File: src/rtl/fm_phase_pkg.sv
// Package: default widths shared by the FM phase generator and its bench.
// Assumes all users take their widths from these defaults unless overridden.
package fm_phase_pkg;
    localparam int unsigned PHASE_W_DEF = 24;
    localparam int unsigned MOD_W_DEF   = 24;
    localparam int unsigned SCALE_W_DEF = 8;
    localparam int unsigned SHIFT_DEF   = 8;
endpackage

File: src/rtl/fm_carrier_acc.sv
// Carrier phase register: adds the tuning word on each enabled clock and
// wraps modulo 2^PHASE_W. Assumes a synchronous active-low reset.
module fm_carrier_acc #(
    parameter int unsigned PHASE_W = 24
) (
    input  logic               clk,
    input  logic               rst_n,
    input  logic               en_i,
    input  logic [PHASE_W-1:0] tune_i,
    output logic [PHASE_W-1:0] acc_o
);
    logic [PHASE_W-1:0] acc_q;

    // Purpose: step or hold the carrier phase; the carry out is dropped.
    always_ff @(posedge clk) begin
        if (!rst_n)
            acc_q <= '0;
        else if (en_i)
            acc_q <= acc_q + tune_i;
    end

    assign acc_o = acc_q;

    assert_step_R2: assert property (@(posedge clk) disable iff (!rst_n)
        en_i |=> acc_q == $past(acc_q + tune_i));

    assert_hold_R3: assert property (@(posedge clk) disable iff (!rst_n)
        !en_i |=> $stable(acc_q));
endmodule

File: src/rtl/fm_mod_scale.sv
// Modulation scaler: signed sample times unsigned index, arithmetic right
// shift (floor), result cut or sign-extended to PHASE_W. Combinational.
module fm_mod_scale #(
    parameter int unsigned PHASE_W = 24,
    parameter int unsigned MOD_W   = 24,
    parameter int unsigned SCALE_W = 8,
    parameter int unsigned SHIFT   = 8
) (
    input  logic               clk,
    input  logic               rst_n,
    input  logic [MOD_W-1:0]   mod_i,
    input  logic [SCALE_W-1:0] scale_i,
    output logic [PHASE_W-1:0] offset_o
);
    localparam int unsigned PROD_W = MOD_W + SCALE_W + 1;

    logic signed [PROD_W-1:0] mod_ext;
    logic signed [PROD_W-1:0] scl_ext;
    logic signed [PROD_W-1:0] prod;

    // Purpose: widen both operands to the product width, then multiply.
    always_comb begin
        mod_ext = PROD_W'($signed(mod_i));
        scl_ext = PROD_W'($signed({1'b0, scale_i}));
        prod    = mod_ext * scl_ext;
    end

    generate
        if (SHIFT == 0) begin : g_noshift
            assign offset_o = PHASE_W'(prod);
        end else begin : g_shift
            assign offset_o = PHASE_W'(prod >>> SHIFT);
        end
    endgenerate

    assert_zero_idx_R4: assert property (@(posedge clk) disable iff (!rst_n)
        (scale_i == '0) |-> (offset_o == '0));
endmodule

File: src/rtl/fm_phase_sum.sv
// Output stage: adds the offset to the carrier phase modulo 2^PHASE_W and
// registers the result. Assumes a synchronous active-low reset.
module fm_phase_sum #(
    parameter int unsigned PHASE_W = 24
) (
    input  logic               clk,
    input  logic               rst_n,
    input  logic [PHASE_W-1:0] acc_i,
    input  logic [PHASE_W-1:0] offset_i,
    output logic [PHASE_W-1:0] phase_o
);
    // Purpose: register the wrapped sum of carrier phase and offset.
    always_ff @(posedge clk) begin
        if (!rst_n)
            phase_o <= '0;
        else
            phase_o <= acc_i + offset_i;
    end
endmodule

File: src/rtl/fm_phase_gen.sv
// Top: FM phase generator. The carrier register steps by the tuning word;
// the scaled modulation is added only on the output path, so the carrier
// frequency is independent of the modulation. One cycle of output latency.
module fm_phase_gen
    import fm_phase_pkg::*;
#(
    parameter int unsigned PHASE_W = PHASE_W_DEF,
    parameter int unsigned MOD_W   = MOD_W_DEF,
    parameter int unsigned SCALE_W = SCALE_W_DEF,
    parameter int unsigned SHIFT   = SHIFT_DEF
) (
    input  logic               clk,
    input  logic               rst_n,
    input  logic               en_i,
    input  logic [PHASE_W-1:0] tune_i,
    input  logic [MOD_W-1:0]   mod_i,
    input  logic [SCALE_W-1:0] scale_i,
    output logic [PHASE_W-1:0] phase_o
);
    logic [PHASE_W-1:0] acc;
    logic [PHASE_W-1:0] offset;

    fm_carrier_acc #(.PHASE_W(PHASE_W)) u_acc (
        .clk(clk), .rst_n(rst_n), .en_i(en_i), .tune_i(tune_i), .acc_o(acc)
    );

    fm_mod_scale #(
        .PHASE_W(PHASE_W), .MOD_W(MOD_W), .SCALE_W(SCALE_W), .SHIFT(SHIFT)
    ) u_scale (
        .clk(clk), .rst_n(rst_n), .mod_i(mod_i), .scale_i(scale_i),
        .offset_o(offset)
    );

    fm_phase_sum #(.PHASE_W(PHASE_W)) u_sum (
        .clk(clk), .rst_n(rst_n), .acc_i(acc), .offset_i(offset),
        .phase_o(phase_o)
    );

    assert_reset_R1: assert property (@(posedge clk)
        !rst_n |=> (phase_o == '0 && acc == '0));

    assert_bare_carrier_R7: assert property (@(posedge clk) disable iff (!rst_n)
        (mod_i == '0 || scale_i == '0) |=> phase_o == $past(acc));
endmodule

File: config.mk
export PLATFORM = sky130hd
export DESIGN_NAME = fm_phase_gen
export DESIGN_NICKNAME = d
export VERILOG_FILES = /design/src/rtl/fm_phase_pkg.sv /design/src/rtl/fm_carrier_acc.sv /design/src/rtl/fm_mod_scale.sv /design/src/rtl/fm_phase_sum.sv /design/src/rtl/fm_phase_gen.sv
export SDC_FILE = /design/constraint.sdc
export NUM_CORES = 1
export LEC_CHECK = 0
export BUFFER_PORTS_ARGS = -buffer_cell sky130_fd_sc_hd__buf_2
export CORE_MARGIN = 4
export CORE_UTILIZATION = 25
export DETAILED_ROUTE_END_ITERATION = 10
export PLACE_DENSITY = 0.5
export SYNTH_ARGS = -nofsm -noshare
export SYNTH_HDL_FRONTEND = slang
export SYNTH_SLANG_ARGS = --single-unit
File: constraint.sdc
create_clock -name clk -period 19.26 [get_ports clk]
set_input_delay 4.815 -clock clk [delete_from_list [all_inputs] [get_ports clk]]
set_output_delay 4.815 -clock clk [all_outputs]
set_load 0.03 [all_outputs]
# Word level (Yosys, flattened, before mapping)
# Index checks and enable logic that the tools add are counted.
# W data, S select, Z words.
[classes]
add_sub_neg = 2
multipliers = 1
[ops]
columns = ["cell", "count"]
rows = [
  ["$add A24 B24 Y24", 2],
  ["$mul A24 B9 Y32", 1],
]
[totals]
wordCells = 5
regBits = 48
input_bits = 59
output_inout_bits = 24

# Depth between registers and ports, before layout
# Gate-level depths: netlist of run 1.
[logic_depth]
ltp_word = 2
depth_mapped = 29
mapped_depth_nobuf = 28

# Modules after synthesis
# From an unflattened synthesis of run 1, not the netlist that was laid out.
[hier_totals]
cells_unflattened = 1241
hier_area_um2 = 10437.5
[by_module_without_submodules]
columns = ["module", "area_each_um2", "cells_per_inst", "seq_area_each_um2", "instances"]
rows = [
  ["fm_mod_scale", 6540.0, 776, 0.0, 1],
  ["fm_carrier_acc", 2070.7, 241, 480.5, 1],
  ["fm_phase_sum", 1826.8, 224, 480.5, 1],
]

# Least setup slack after synthesis of run 1
# No wires, ideal clock.
[synth_path]
path_type = "input to register"
startpoint = "input port scale_i[0]"
endpoint = "register u_sum.phase_o[22]"
path_slack_ns = 8.390
setup_ns = 0.116
path_buffers = 1
required_time_ns = 19.144
t_arrival_ns = 10.754
path_stages = 28
cell_sequence = "clkbuf_1 nand2_1 fa_1 inv_1 fa_1 fa_1 inv_1 fa_1 inv_1 ha_1 and4_1 o211ai_1 o21ai_2 nand3_1 a211oi_1 o21a_1 o21a_1 nor2_1 xnor2_1 ha_1 a21o_1 a21o_1 a21oi_1 o21ai_0 o41ai_2 a21oi_1 or3_1 and3_1"
[synth_via]
elab_chain_cells = 2
[synth_lines]
columns = ["item", "line_no", "text"]
rows = [
  ["start: declaration", "fm_phase_gen.sv:17", "input logic [SCALE_W-1:0] scale_i,"],
  ["$mul A24 B9 Y32", "fm_mod_scale.sv:25", "prod = mod_ext * scl_ext;"],
  ["$add A24 B24 Y24", "fm_phase_sum.sv:17", "phase_o <= acc_i + offset_i;"],
  ["end signal: assignment", "fm_phase_sum.sv:17", ""],
  ["end: declaration", "fm_phase_sum.sv:10", "output logic [PHASE_W-1:0] phase_o"],
]
# No other way between the ends.
# A chain may end at the register's enable or synchronous reset.

# Final worst setup path of run 1
# Ends and elaborated chain as after synthesis.

==> results of run 1 <==
==> sequential cells by signal, summed over array words and instances (netlist names) <==
signal	flops
u_acc.acc_o	24
u_sum.phase_o	24
==> worst max-delay path by stage <==
stage	startpoint	endpoint	cells past startpoint
2_1_floorplan	scale_i[0]	u_sum.phase_o[22]	28
3_3_place_gp	scale_i[0]	u_sum.phase_o[22]	28
3_5_place_dp	scale_i[0]	u_sum.phase_o[22]	28
4_1_cts	scale_i[0]	u_sum.phase_o[22]	28
5_1_grt	scale_i[2]	u_sum.phase_o[22]	28
6_report	scale_i[0]	u_sum.phase_o[22]	28
==> cells in the final DEF, fill, tap and decap left out, types with 3 or more instances in the layout <==
master,count
sky130_fd_sc_hd__a211oi_1,8
sky130_fd_sc_hd__nor2b_1,20
sky130_fd_sc_hd__dfxtp_1,48
sky130_fd_sc_hd__o211a_1,3
sky130_fd_sc_hd__and2_1,132
sky130_fd_sc_hd__a31oi_1,4
sky130_fd_sc_hd__o21a_1,12
sky130_fd_sc_hd__nor3_1,12
sky130_fd_sc_hd__and3_1,6
sky130_fd_sc_hd__or3_1,5
sky130_fd_sc_hd__a21oi_1,46
sky130_fd_sc_hd__o211ai_1,4
sky130_fd_sc_hd__fa_1,149
sky130_fd_sc_hd__or2_2,3
sky130_fd_sc_hd__buf_2,82
sky130_fd_sc_hd__mux2i_1,11
sky130_fd_sc_hd__nor2_1,35
sky130_fd_sc_hd__nand2_1,102
sky130_fd_sc_hd__nand4_1,5
sky130_fd_sc_hd__a21boi_0,6
sky130_fd_sc_hd__nand4b_1,5
sky130_fd_sc_hd__xor2_1,15
sky130_fd_sc_hd__xnor2_1,36
sky130_fd_sc_hd__nand2b_1,10
sky130_fd_sc_hd__o21bai_1,8
sky130_fd_sc_hd__inv_1,205
sky130_fd_sc_hd__and4_1,3
sky130_fd_sc_hd__nand3_1,12
sky130_fd_sc_hd__ha_1,106
sky130_fd_sc_hd__clkbuf_16,5
sky130_fd_sc_hd__o21ai_0,30
sky130_fd_sc_hd__and4b_1,3
sky130_fd_sc_hd__a21o_1,23
==> power by group <==
group	internal (mW)	switching, mW
combinational	0.686	0.873
clock	0.0517	0.0399
sequential	0.136	0.0153
total	0.874	0.928
==> area by class of cell <==
class | instances | area (sq um) | share of cell area
Multi-Input combinational cell | 857 | 8050 | 0.732
Sequential cell | 48 | 961 | 0.0874
Inverter | 206 | 773 | 0.0703
Tap cell | 518 | 648 | 0.0589
Timing Repair Buffer | 82 | 410 | 0.0373
Clock buffer | 6 | 139 | 0.0126
Clock inverter | 2 | 15.0 | 0.00137
Antenna cell | 1 | 2.50 | 0.000228
==> worst max-delay path: stages <==
cell and delay [ps]:
sky130_fd_sc_hd__buf_2 420, sky130_fd_sc_hd__nand2_1 160, sky130_fd_sc_hd__fa_1 560, sky130_fd_sc_hd__inv_1 50, sky130_fd_sc_hd__fa_1 470, sky130_fd_sc_hd__fa_1 520
sky130_fd_sc_hd__inv_1 60, sky130_fd_sc_hd__fa_1 520, sky130_fd_sc_hd__inv_1 40, sky130_fd_sc_hd__ha_1 330, sky130_fd_sc_hd__and4_1 240, sky130_fd_sc_hd__o211ai_1 120
sky130_fd_sc_hd__o21ai_2 200, sky130_fd_sc_hd__nand3_1 170, sky130_fd_sc_hd__a211oi_1 390, sky130_fd_sc_hd__o21a_1 200, sky130_fd_sc_hd__o21a_1 130, sky130_fd_sc_hd__nor2_1 50
sky130_fd_sc_hd__xnor2_1 120, sky130_fd_sc_hd__ha_1 240, sky130_fd_sc_hd__a21o_1 170, sky130_fd_sc_hd__a21o_1 170, sky130_fd_sc_hd__a21oi_1 130, sky130_fd_sc_hd__o21ai_0 170
sky130_fd_sc_hd__o41ai_2 390, sky130_fd_sc_hd__a21oi_1 130, sky130_fd_sc_hd__or3_1 300, sky130_fd_sc_hd__and3_1 180
==> layer usage <==
metal	wire length, um	vias up	global-route usage	share of wire
met4	122	0	0.00944	0.0052
met1	11000	3742	0.153	0.47
met5	0	-	0	0
met2	11700	89	0.201	0.50
met3	734	10	0.0181	0.031
li1	-	3781	-	-
==> logic make-up (layout without fill, tap and decap cells) <==
| family | Yosys count | count (layout) | synth area share |
|---|---|---|---|
| AOI/OAI and AO/OA | 176 | 176 | 0.124 |
| buffers and inverters | 232 | 296 | 0.0881 |
| xor gates and xnor gates | 51 | 51 | 0.0452 |
| other | 0 | 1 | 0 |
| muxes | 11 | 11 | 0.0111 |
| DFF | 48 | 48 | 0.0973 |
| and+or+nand+nor | 364 | 364 | 0.199 |
| adders and majority gates | 255 | 255 | 0.436 |
==> summary by stage, run 1 <==
Global route
The first global-routing pass estimated approximately 40000 um of wire. The number of antenna violations at the first check in global routing is 0. The largest net degree at the start of global routing is 63. The residual overflow from global routing is 0. The number of global-route vias before repair was 7924. In the global route stage, overall resource usage came out at 0.114.

Logic synthesis
The post-synthesis cell type count is 68. Counting instances in the post-synthesis netlist gives the leading cell types as sky130_fd_sc_hd__inv_1, sky130_fd_sc_hd__fa_1, sky130_fd_sc_hd__and2_1. The share of async-settable or async-resettable flops after synthesis is 0. In this run, synthesis inferred 0 flip-flops with an integrated enable. After technology mapping, the gate count stands at around 1100. In this run the cell area of the synthesized design comes to 9880 sq um. After synthesis, the cell types taking the most area are sky130_fd_sc_hd__fa_1, sky130_fd_sc_hd__ha_1, sky130_fd_sc_hd__dfxtp_1, sky130_fd_sc_hd__and2_1, sky130_fd_sc_hd__inv_1.

The synthesis warning total is 0. The number of synthesized register bits is between 40 and 50. The share of the Yosys chip area taken by registers is 0.0973. The share of the synthesized area in the top cell type is 0.302.

For this run, the leading register cell type out of synthesis is sky130_fd_sc_hd__dfxtp_1. The mean instance size in the synthesized netlist is between 8 and 9 sq um. sky130_fd_sc_hd__fa_1 takes more of the synthesized area than any other cell. Synthesis produced a netlist with a net count of 1451. Among all cell types in the netlist, the one instantiated most often is sky130_fd_sc_hd__inv_1.

Route
Summed over all layers, the routed wires come to about 24000 um. After detailed routing, the number of remaining DRC violations is 0. The routed wirelength normalized by instance count is 13.7 um. The post-route antenna net violation count is 0. The per-cell via count in the routed design is about 4.4.

The detailed router's first-iteration violation count is 242. The total iterations of the first detailed-routing run is 5. The number of vias in the routed layout is 7622.

Timing
The final period utilization is 0.585. The post-route setup TNS is 0 ps. The number of endpoints with negative hold slack in the final report is 0.

The clock period could shrink to ~11000 ps. Setup repair after global routing left no endpoint under its margin. Setup violations remaining at the end of the flow were counted as 0. The maximum clock rate is between 0.08 and 0.09 GHz.

Between clock sinks in the finished design, the worst skew comes to roughly 3.4 ps. The max-slew headroom at the worst pin is 0.354. The minimum setup slack in the final design is approximately 8000 ps. The count of final max-slew check failures is 0. The tightest hold margin is ~530 ps.

At the pin with the least slew margin, the transition time is 970 ps.

Pwr
The ratio of total power to cell area is ~160 nW/um^2. The largest vdd supply drop is ~0.11 mV. The leakage power figure is 5.57 nW.

The completed layout was analyzed and its total power is approximately 1.8 mW.

Critical path
The worst setup path is launched from an input pin. The largest driver fanout on the critical path is 23. The worst register-to-register path begins at u_acc.acc_o[1].

Measured in cells, the most critical reg-to-reg path has a length of 10. The worst register-to-register path ends at u_acc.acc_o[23]. The critical path in this run is classified as input pin to register. The data arrival time of the critical path is between 10000 and 15000 ps.

The worst path required time is a little under 20000 ps. The minimum setup slack among reg-to-reg paths is approximately 16000 ps. The critical path endpoint category is a register.

Clocking
The H-tree depth is 2. At the later pin of the worst-skew pair, clock insertion delay measures around 300 ps. The number of instances resized during post-cts repair is 0. TritonCTS built the clock tree. The total clock sinks is 48. The CTS root buffer is sky130_fd_sc_hd__clkbuf_16. After clock tree synthesis, the flow added hold-fix buffers numbering 0.

Counting the buffers created by CTS gives 5. The clock-pin slew of the registers on the worst-case setup and hold paths is 60 ps. In this run the deepest clock path goes through 2 buffers. The number of buffers added for setup after CTS is 0.

Die
The effective utilization at floorplan is 0.254. The standard-cell row count is slightly above 70. The die boundary height is 207 um. Measured along the x axis, the die boundary spans about 210 um.

After floorplanning, the core was sized to cover ~39000 sq um. The I/O pin count is 83. The floorplan step defined a die boundary enclosing 42800 sq um.

Cells and area
The finished cells cover roughly 11000 sq um. Measured on the finished design, the core utilization comes to 0.283. The final non-filler cell total is between 1500 and 2000.

The fraction of final layout cells with drive strength greater than 1 is 0.0866. Relative to the synthesized area, the layout overhead comes to 11.3%. The count of fill cells added during filler insertion is 4247. The net total in the final layout is roughly 1500.

Min path
The launch point of the worst hold path is u_acc.acc_o[17]. The number of instances on the worst hold path is 2. The end point of the most critical hold path is u_acc.acc_o[17]. The worst hold path belongs to the class register to register.

Placed design
OpenSTA, run right after detailed placement, puts the worst setup slack at 7640 ps. The final weighted congestion in routability-driven placement is ~0.81. The wire-length estimate of the detail-placed layout is 19900 um. The total instance count after detailed placement is ~1700. The port buffer count is 82. The area of placed instances is approximately 11000 sq um.

Run
The max capacitance violation total is 0.

Outcome
The flow ran to the end, and the final reports show no timing, DRC or antenna violations.
Note: power is estimated with default switching activity, not from simulation.
==> run 2, diff against run 1 <==
==> constraint.sdc (replaced) <==
create_clock -name clk -period 10.95 [get_ports clk]
set_input_delay 2.7375 -clock clk [delete_from_list [all_inputs] [get_ports clk]]
set_output_delay 2.7375 -clock clk [all_outputs]
set_load 0.03 [all_outputs]
==> summary by stage, run 2 (same netlist as run 1, synthesis figures left out) <==
Critical path
The path depth of the worst reg2reg path is 11 (+1). On the critical path, the stage with the largest delay is an instance of sky130_fd_sc_hd__fa_1. STA classifies the critical path startpoint as an input pin. STA classifies the critical path endpoint as a register. The end of the worst register-to-register path is u_sum.phase_o[22]. The minimum setup slack among reg-to-reg paths was 7870 ps (-8320 ps). The most numerous cell type found on the critical path is sky130_fd_sc_hd__fa_1.

The worst path required time is 11130 ps (-8320 ps). The critical path class is input pin to register. The launching point of the worst reg2reg path is u_acc.acc_o[0]. The data arrival time of the critical path was 9430 ps (-2030 ps). The buffers plus inverters on the worst setup path is 4 (unchanged).

The gate family responsible for the most delay along the worst path is adder cells. The largest incremental delay on the critical path is 560 ps (about the same). The largest driver fanout on the critical path was 23 (unchanged).

Route
The number of remaining DRC errors is 0 (unchanged). The detailed router's first-iteration violation count is 329 (+36%). The total iterations of the first detailed-routing run came to 5 (unchanged). The post-route antenna net violation count came to 0 (unchanged). The routed wirelength normalized by instance count is 13.8 um (+0.96%). The final routed wirelength across all metal layers is 23800 um (+0.96%). The per-cell via count in the routed design came to 4.48 (+1.1%). The number of vias in the routed layout is 7707 (+1.1%).

Clocking
The number of instances resized during post-cts repair is 0 (unchanged). TritonCTS built the clock tree. The tree is rooted in a sky130_fd_sc_hd__clkbuf_16.

The TritonCTS buffer count is 5 (unchanged). The clock-pin slew of the registers on the worst-case setup and hold paths came to 60 ps (about the same). The number of buffers added for setup after CTS is 0 (unchanged). The maximum number of buffers from clock root to sink is 2 (unchanged). The hold buffer count at CTS is 0 (unchanged). The H-tree depth is 2 (unchanged). The total clock sinks is 48 (unchanged). The clock network latency to the later pin of the worst-skew pair is 300 ps (about the same).

Min path
The tightest min-delay check is of the register to register type. The path with the worst hold slack has its endpoint at u_acc.acc_o[17]. The startpoint identified for the worst hold timing path is u_acc.acc_o[17].

The number of instances on the worst hold path is 2 (unchanged).

Timing
The tightest hold margin is 519 ps (-12.0 ps). The number of endpoints with negative hold slack in the final report is 0 (unchanged). The maximum clock rate is approximately 0.11 GHz.

The transition time at the pin with the least slew margin is 990 ps (+19.9 ps). The maximum clock skew at final layout is 5.35 ps (+1.90 ps). The post-route setup TNS is 0 ps (unchanged). The count of final max-slew check failures is 0 (unchanged). The final-report setup violation count is 0 (unchanged). Setup repair after global routing left no endpoint under its margin.

Dividing the final minimum period by the clock period gives 0.845. The final critical path time including I/O delays and setup is between 9000 and 10000 ps. The max-slew headroom at the worst pin was 0.340 (-0.0133).

Die
The area inside the core boundary came to 38800 sq um (unchanged). The die boundary width was 207 um (unchanged). The effective utilization at floorplan is 0.254 (unchanged). The die outline area is 42800 sq um (unchanged). The standard-cell row count was 72 (unchanged). The I/O pin count came to 83 (unchanged). The die boundary height was 207 um (unchanged).

Cells and area
The fraction of final layout cells with drive strength greater than 1 is 0.0866 (unchanged). Leaving out fill and tap cells, the most frequent cell in the layout is sky130_fd_sc_hd__inv_1. The final non-filler cell area is 11000 sq um (+0.13%). The net total in the final layout was 1514 (unchanged). The area growth from synthesis to layout is 11.4%. The count of fill cells added during filler insertion is 4235 (-0.28%). In the layout the commonest cells are sky130_fd_sc_hd__inv_1, sky130_fd_sc_hd__fa_1, sky130_fd_sc_hd__and2_1, sky130_fd_sc_hd__ha_1, sky130_fd_sc_hd__nand2_1.

Global route
The total global-route track usage is 0.114 (-0.000158). The global-route wire length before repair is 39500 um (about the same). The largest net degree at the start of global routing is 63 (unchanged). The number of global-route vias before repair is 7952 (+0.35%).

The number of antenna violations at the first check in global routing is 1 (+1). The residual overflow from global routing was 0 (unchanged).

Pwr
The leakage power figure came to 5.58 nW (+0.19%). The largest vdd supply drop is 0.199 mV (+80%). The ratio of total power to cell area is 291 nW/um^2 (+77%).

Placed design
The final weighted congestion in routability-driven placement is 0.815 (unchanged). The area of placed instances is 10800 sq um (unchanged). The port buffer count came to 82 (unchanged).

The half-perimeter wire length after detailed placement is 20000 um (+0.52%).

Run
The max capacitance violation total came to 0 (unchanged).

Outcome
The run finished with clean final reports.
run 2: cell count changes in the layout (fill, tap and decap cells not counted), sizes merged:
cell      change
clkinv        +1
clkbuf        -1
bufinv        +1
clkinvlp      -1
run 2: area by class of cell:
type | instances | area (sq um) | area share
diodes | 1 | 2.50 | 0.000227
clock buffers | 5 | 125 | 0.0114
clock inverters | 3 | 42.5 | 0.00386
inverters | 206 | 773 | 0.0702
multi-input cells | 857 | 8050 | 0.731
flip-flops and latches | 48 | 961 | 0.0873
well taps | 518 | 648 | 0.0589
repair buffers | 82 | 410 | 0.0373
run 2: where the power goes:
group	switching (mW)	total (mW)	internal, mW	leakage (nW)
logic	1.55	2.76	1.21	5.10
registers	0.0262	0.266	0.239	0.398
clock network	0.0689	0.176	0.107	0.0798
total	1.65	3.20	1.55	5.58
run 2: metal layers:
metal | global-route usage | vias up | share of wire | routed length (um)
li1 | - | 3770 | - | -
met1 | 0.152 | 3818 | 0.46 | 10900
met2 | 0.200 | 105 | 0.50 | 11800
met3 | 0.0192 | 14 | 0.037 | 870
met4 | 0.00968 | 0 | 0.0077 | 183
met5 | 0 | - | 0 | 0
run 2: worst max-delay path by stage:
stage	startpoint	end	slack, ps	cells after the start
detailed placement	scale_i[0]	u_sum.phase_o[22]	1390	28
floorplan	scale_i[0]	u_sum.phase_o[22]	2160	28
global route	scale_i[0]	u_sum.phase_o[22]	1230	28
finish	scale_i[0]	u_sum.phase_o[22]	1700	28
global placement	scale_i[0]	u_sum.phase_o[22]	1560	28
CTS	scale_i[0]	u_sum.phase_o[22]	1690	28
run 2: worst min-delay path, delay by kind of cell, from the launching register on:
family	cells	cell delay [ps]
simple gates	1	70
compound gates	1	70
flops	1	340
run 2: through the flow:
stage | std cells | setup WS (ps) | power [mW] | util
after floorplan | 1137 | 2160 | 2.45 | -
after global placement | 1711 | 1560 | 3.04 | 0.279
after detailed placement | 1711 | 1390 | 3.04 | 0.279
after CTS | 1719 | 1690 | 3.25 | 0.284
after global routing | 1719 | 1230 | 3.60 | 0.284
final | 1720 | 1700 | 3.20 | 0.284
==> run 3, diff against run 2 <==
--- a/config.mk
+++ b/config.mk
@@ -5,6 +5,7 @@
 export SDC_FILE = /design/constraint.sdc
 export NUM_CORES = 1
 export LEC_CHECK = 0
+export ABC_AREA = 1
 export BUFFER_PORTS_ARGS = -buffer_cell sky130_fd_sc_hd__buf_2
 export CORE_MARGIN = 4
 export CORE_UTILIZATION = 25
==> constraint.sdc (replaced) <==
create_clock -name clk -period 8.85 [get_ports clk]
set_input_delay 2.2125 -clock clk [delete_from_list [all_inputs] [get_ports clk]]
set_output_delay 2.2125 -clock clk [all_outputs]
set_load 0.03 [all_outputs]
==> summary by stage, run 3 <==
Min path
The class of the worst hold path is register to register. The number of instances on the worst hold path came to 2 (unchanged). In this run the most critical hold path is launched from u_acc.acc_o[0].

The end point of the most critical hold path is u_acc.acc_o[0].

Timing
The maximum clock rate is 0.126 GHz. The post-route setup TNS is 0 ps (unchanged). The maximum clock skew at final layout came to 8.24 ps (+2.89 ps).

Setup repair after global routing left no endpoint under its margin. The count of final max-slew check failures was 0 (unchanged). The final period utilization is 0.900. The final critical path time including I/O delays and setup is about 8000 ps. The max-slew headroom at the worst pin is 0.517 (+0.177). The number of endpoints with negative hold slack in the final report came to 0 (unchanged).

The final-report setup violation count was 0 (unchanged). The transition time at the pin with the least slew margin came to 724 ps (-265 ps).

Global route
The largest net degree at the start of global routing is 35 (-44%). The number of global-route vias before repair came to 10100 (+27%). The global-route wire length before repair is 52700 um (+33%).

The number of antenna violations at the first check in global routing was 0 (-1). The residual overflow from global routing came to 0 (unchanged). The total global-route track usage was 0.135 (+0.0213).

The global-route track usage on met3 is 0.0115 (-0.00772). The global-route met1 utilization is 0.196 (+0.0437). The global-route met2 utilization is 0.222 (+0.0217). The global routing's busiest layer is met2.

Clocking
The clock-pin slew of the registers on the worst-case setup and hold paths is 80 ps (+20 ps). The number of buffers added for setup after CTS is 0 (unchanged). TritonCTS built the clock tree. The TritonCTS buffer count was 5 (unchanged). The number of instances resized during post-cts repair came to 0 (unchanged). The clock network latency to the later pin of the worst-skew pair is 300 ps (about the same). The hold buffer count at CTS is 0 (unchanged). The H-tree depth is 2 (unchanged). The maximum number of buffers from clock root to sink is 2 (unchanged). The CTS root buffer is sky130_fd_sc_hd__clkbuf_16.

The total clock sinks was 48 (unchanged).

Logic synthesis
The net count after synthesis is 1973 (+36%). By count the netlist is led by sky130_fd_sc_hd__inv_1, sky130_fd_sc_hd__nand2_1, sky130_fd_sc_hd__fa_1. The top cell type by total area after synthesis is sky130_fd_sc_hd__fa_1. The share of the synthesized area in the top cell type came to 0.268 (-0.0340). The post-synthesis instance total was 1659 (+46%). The mean instance size in the synthesized netlist is 6.71 sq um (-23%). The number of synthesized register bits is 48 (unchanged). After synthesis, the cell types taking the most area are sky130_fd_sc_hd__fa_1, sky130_fd_sc_hd__inv_1, sky130_fd_sc_hd__nand2_1, sky130_fd_sc_hd__ha_1, sky130_fd_sc_hd__dfxtp_1. The number of synthesized flops with an enable pin is 0 (unchanged). By instance count, the leading cell after synthesis is sky130_fd_sc_hd__inv_1. The share of the yosys chip area belonging to registers was 0.0863 (-0.0110). The total standard cell area after synthesis is 11100 sq um (+13%). The post-synthesis cell type count was 38 (-44%). The share of async-settable or async-resettable flops after synthesis was 0 (unchanged).

The synthesis warning total is 0 (unchanged). The top flip-flop cell by instance count after synthesis is sky130_fd_sc_hd__dfxtp_1.

Critical path
The largest incremental delay on the critical path is 560 ps (about the same). The worst setup path is captured at a register. The worst path required time is 9080 ps (-2050 ps). The minimum setup slack among reg-to-reg paths is 6500 ps (-1370 ps). The startpoint type of the worst setup path is an input pin. The largest driver fanout on the critical path came to 24 (+4.3%). The library cell appearing most often on the critical path is sky130_fd_sc_hd__nand2_1.

The end of the worst register-to-register path is u_acc.acc_o[14]. The critical path class is input pin to register. The launching point of the worst reg2reg path is u_acc.acc_o[0].

The path depth of the worst reg2reg path is 13 (+2). The data arrival time of the critical path is 8190 ps (-1240 ps). The cell type of the slowest stage on the worst timing path is sky130_fd_sc_hd__fa_1.

Cells and area
The library cells used most frequently in the layout, excluding fill and tap cells, are sky130_fd_sc_hd__inv_1, sky130_fd_sc_hd__nand2_1, sky130_fd_sc_hd__fa_1, sky130_fd_sc_hd__nor2_1, sky130_fd_sc_hd__ha_1. The area growth from synthesis to layout is 10.1%. The final non-filler cell area was 12300 sq um (+11%).

The count of fill cells added during filler insertion came to 4975 (+17%). The sequential cell area in the final layout is 961 sq um (unchanged). The fraction of final layout cells with drive strength greater than 1 came to 0.0617 (-0.0249). The final non-filler cell total came to 2294 (+33%). Leaving out fill and tap cells, the most frequent cell in the layout is sky130_fd_sc_hd__inv_1. The number of diodes was 0 (-1).

The net total in the final layout was 2015 (+33%). The combined area of the multi-input logic cells is 8400 sq um (+4.4%).

Placed design
The port buffer count is 82 (unchanged). The total instance count after detailed placement came to 2286 (+34%). The final weighted congestion in routability-driven placement came to 0.894 (+9.7%).

The half-perimeter wire length after detailed placement is 27300 um (+37%). The area of placed instances is 12100 sq um (+12%).

Die
The area inside the core boundary is 44100 sq um (+14%). The die boundary width was 219 um (+5.9%). The standard-cell row count came to 77 (+6.9%). The effective utilization at floorplan is 0.252 (-0.00211). The die outline area is 48000 sq um (+12%).

The I/O pin count was 83 (unchanged). The die boundary height is 219 um (+5.9%).

Run
The max capacitance violation total was 0 (unchanged).

Route
The total iterations of the first detailed-routing run is 5 (unchanged). The detailed router's first-iteration violation count is 377 (+15%). The number of vias in the routed layout is 10000 (+30%). The post-route antenna net violation count was 0 (unchanged). The routed wirelength normalized by instance count came to 13.9 um (+0.80%).

The final routed wirelength across all metal layers came to 31900 um (+34%). The per-cell via count in the routed design is 4.36 (-2.6%). The number of remaining DRC errors came to 0 (unchanged).

Pwr
The leakage power figure was 7.34 nW (+32%). The overall power after layout is 4.81 mW (+50%). The switching portion of total power came to 0.612 (+0.0980).

The ratio of total power to cell area is 392 nW/um^2 (+35%). The internal power consumption is 1.86 mW (+20%). The net switching power of the design is 2.94 mW (+79%). The largest vdd supply drop came to 0.201 mV (+1.2%).

The part of the power in combinational logic is 0.879 (+0.017). The power share of the clock group is 0.048 (-0.007). The sequential share of power is 0.073 (-0.010).

Outcome
The flow ran to the end, and the final reports show no timing, DRC or antenna violations.
run 3: cell types whose count changed in the layout (fill, tap and decap cells not counted), sizes merged, moves of 10 or more:
| cell | previous run | this run |
|---|---|---|
| mux2i | 11 | 0 |
| nand3 | 12 | 53 |
| o21ai | 32 | 72 |
| nand2b | 10 | 0 |
| nand2 | 102 | 420 |
| xnor2 | 36 | 9 |
| nor2b | 20 | 0 |
| and2 | 133 | 1 |
| nor2 | 35 | 128 |
| a21oi | 47 | 105 |
| inv | 205 | 420 |
run 3: worst max-delay path: cells and delay by family:
kind / cells / cell delay [ps]
fa+ha+maj: 6 / 2800
simple gates: 10 / 1520
compound gates: 6 / 1040
buf+inv: 4 / 590
run 3: how the worst max path moves through the flow:
stage               cells after the start  slack (ps)  startpoint                 to
floorplan                              28        1660  scale_i[0]  u_sum.phase_o[20]
global placement                       26         660  scale_i[2]  u_sum.phase_o[20]
detailed placement                     26         680  scale_i[2]  u_sum.phase_o[20]
CTS                                    26         960  scale_i[2]  u_sum.phase_o[20]
global route                           26         550  scale_i[2]  u_sum.phase_o[20]
finish                                 26         880  scale_i[2]  u_sum.phase_o[20]
run 3: per-stage QoR:
stage	utilization	setup WS (ps)	hold slack (ps)
after floorplan	-	1660	481
after global placement	0.274	662	589
after detailed placement	0.274	676	577
after CTS	0.278	962	596
after global routing	0.278	550	626
final	0.278	884	587
run 3: layout make-up:
class / count / area share
sequential: 48 / 0.0784
clock inverter: 3 / 0.00388
timing repair buffer: 82 / 0.0335
tap: 592 / 0.0604
clock buffer: 5 / 0.0102
multi-input combinational: 1144 / 0.685
inverter: 420 / 0.129
run 3: metal layers:
layer	wire (um)	vias up
met1	16000	4713
met2	14300	185
met3	1340	17
met4	344	0
li1	-	5097
met5	0	-
run 3: power by group through the flow:
| stage | clock [mW] | sequential, mW | combinational [mW] |
|---|---|---|---|
| 2_1_floorplan | 0 | 0.410 | 3.09 |
| 3_3_place_gp | 0 | 0.361 | 4.21 |
| 3_5_place_dp | 0 | 0.361 | 4.22 |
| 4_1_cts | 0.238 | 0.355 | 4.25 |
| 5_1_grt | 0.248 | 0.356 | 4.87 |
| 6_report | 0.231 | 0.349 | 4.23 |
run 3: cell families after synthesis:
| logic type | Yosys count | synth area share |
|---|---|---|
| fa+ha+maj | 255 | 0.387 |
| compound gates | 224 | 0.112 |
| xor+xnor | 32 | 0.0252 |
| flops | 48 | 0.0863 |
| buf+inv | 467 | 0.159 |
| simple gates | 633 | 0.230 |
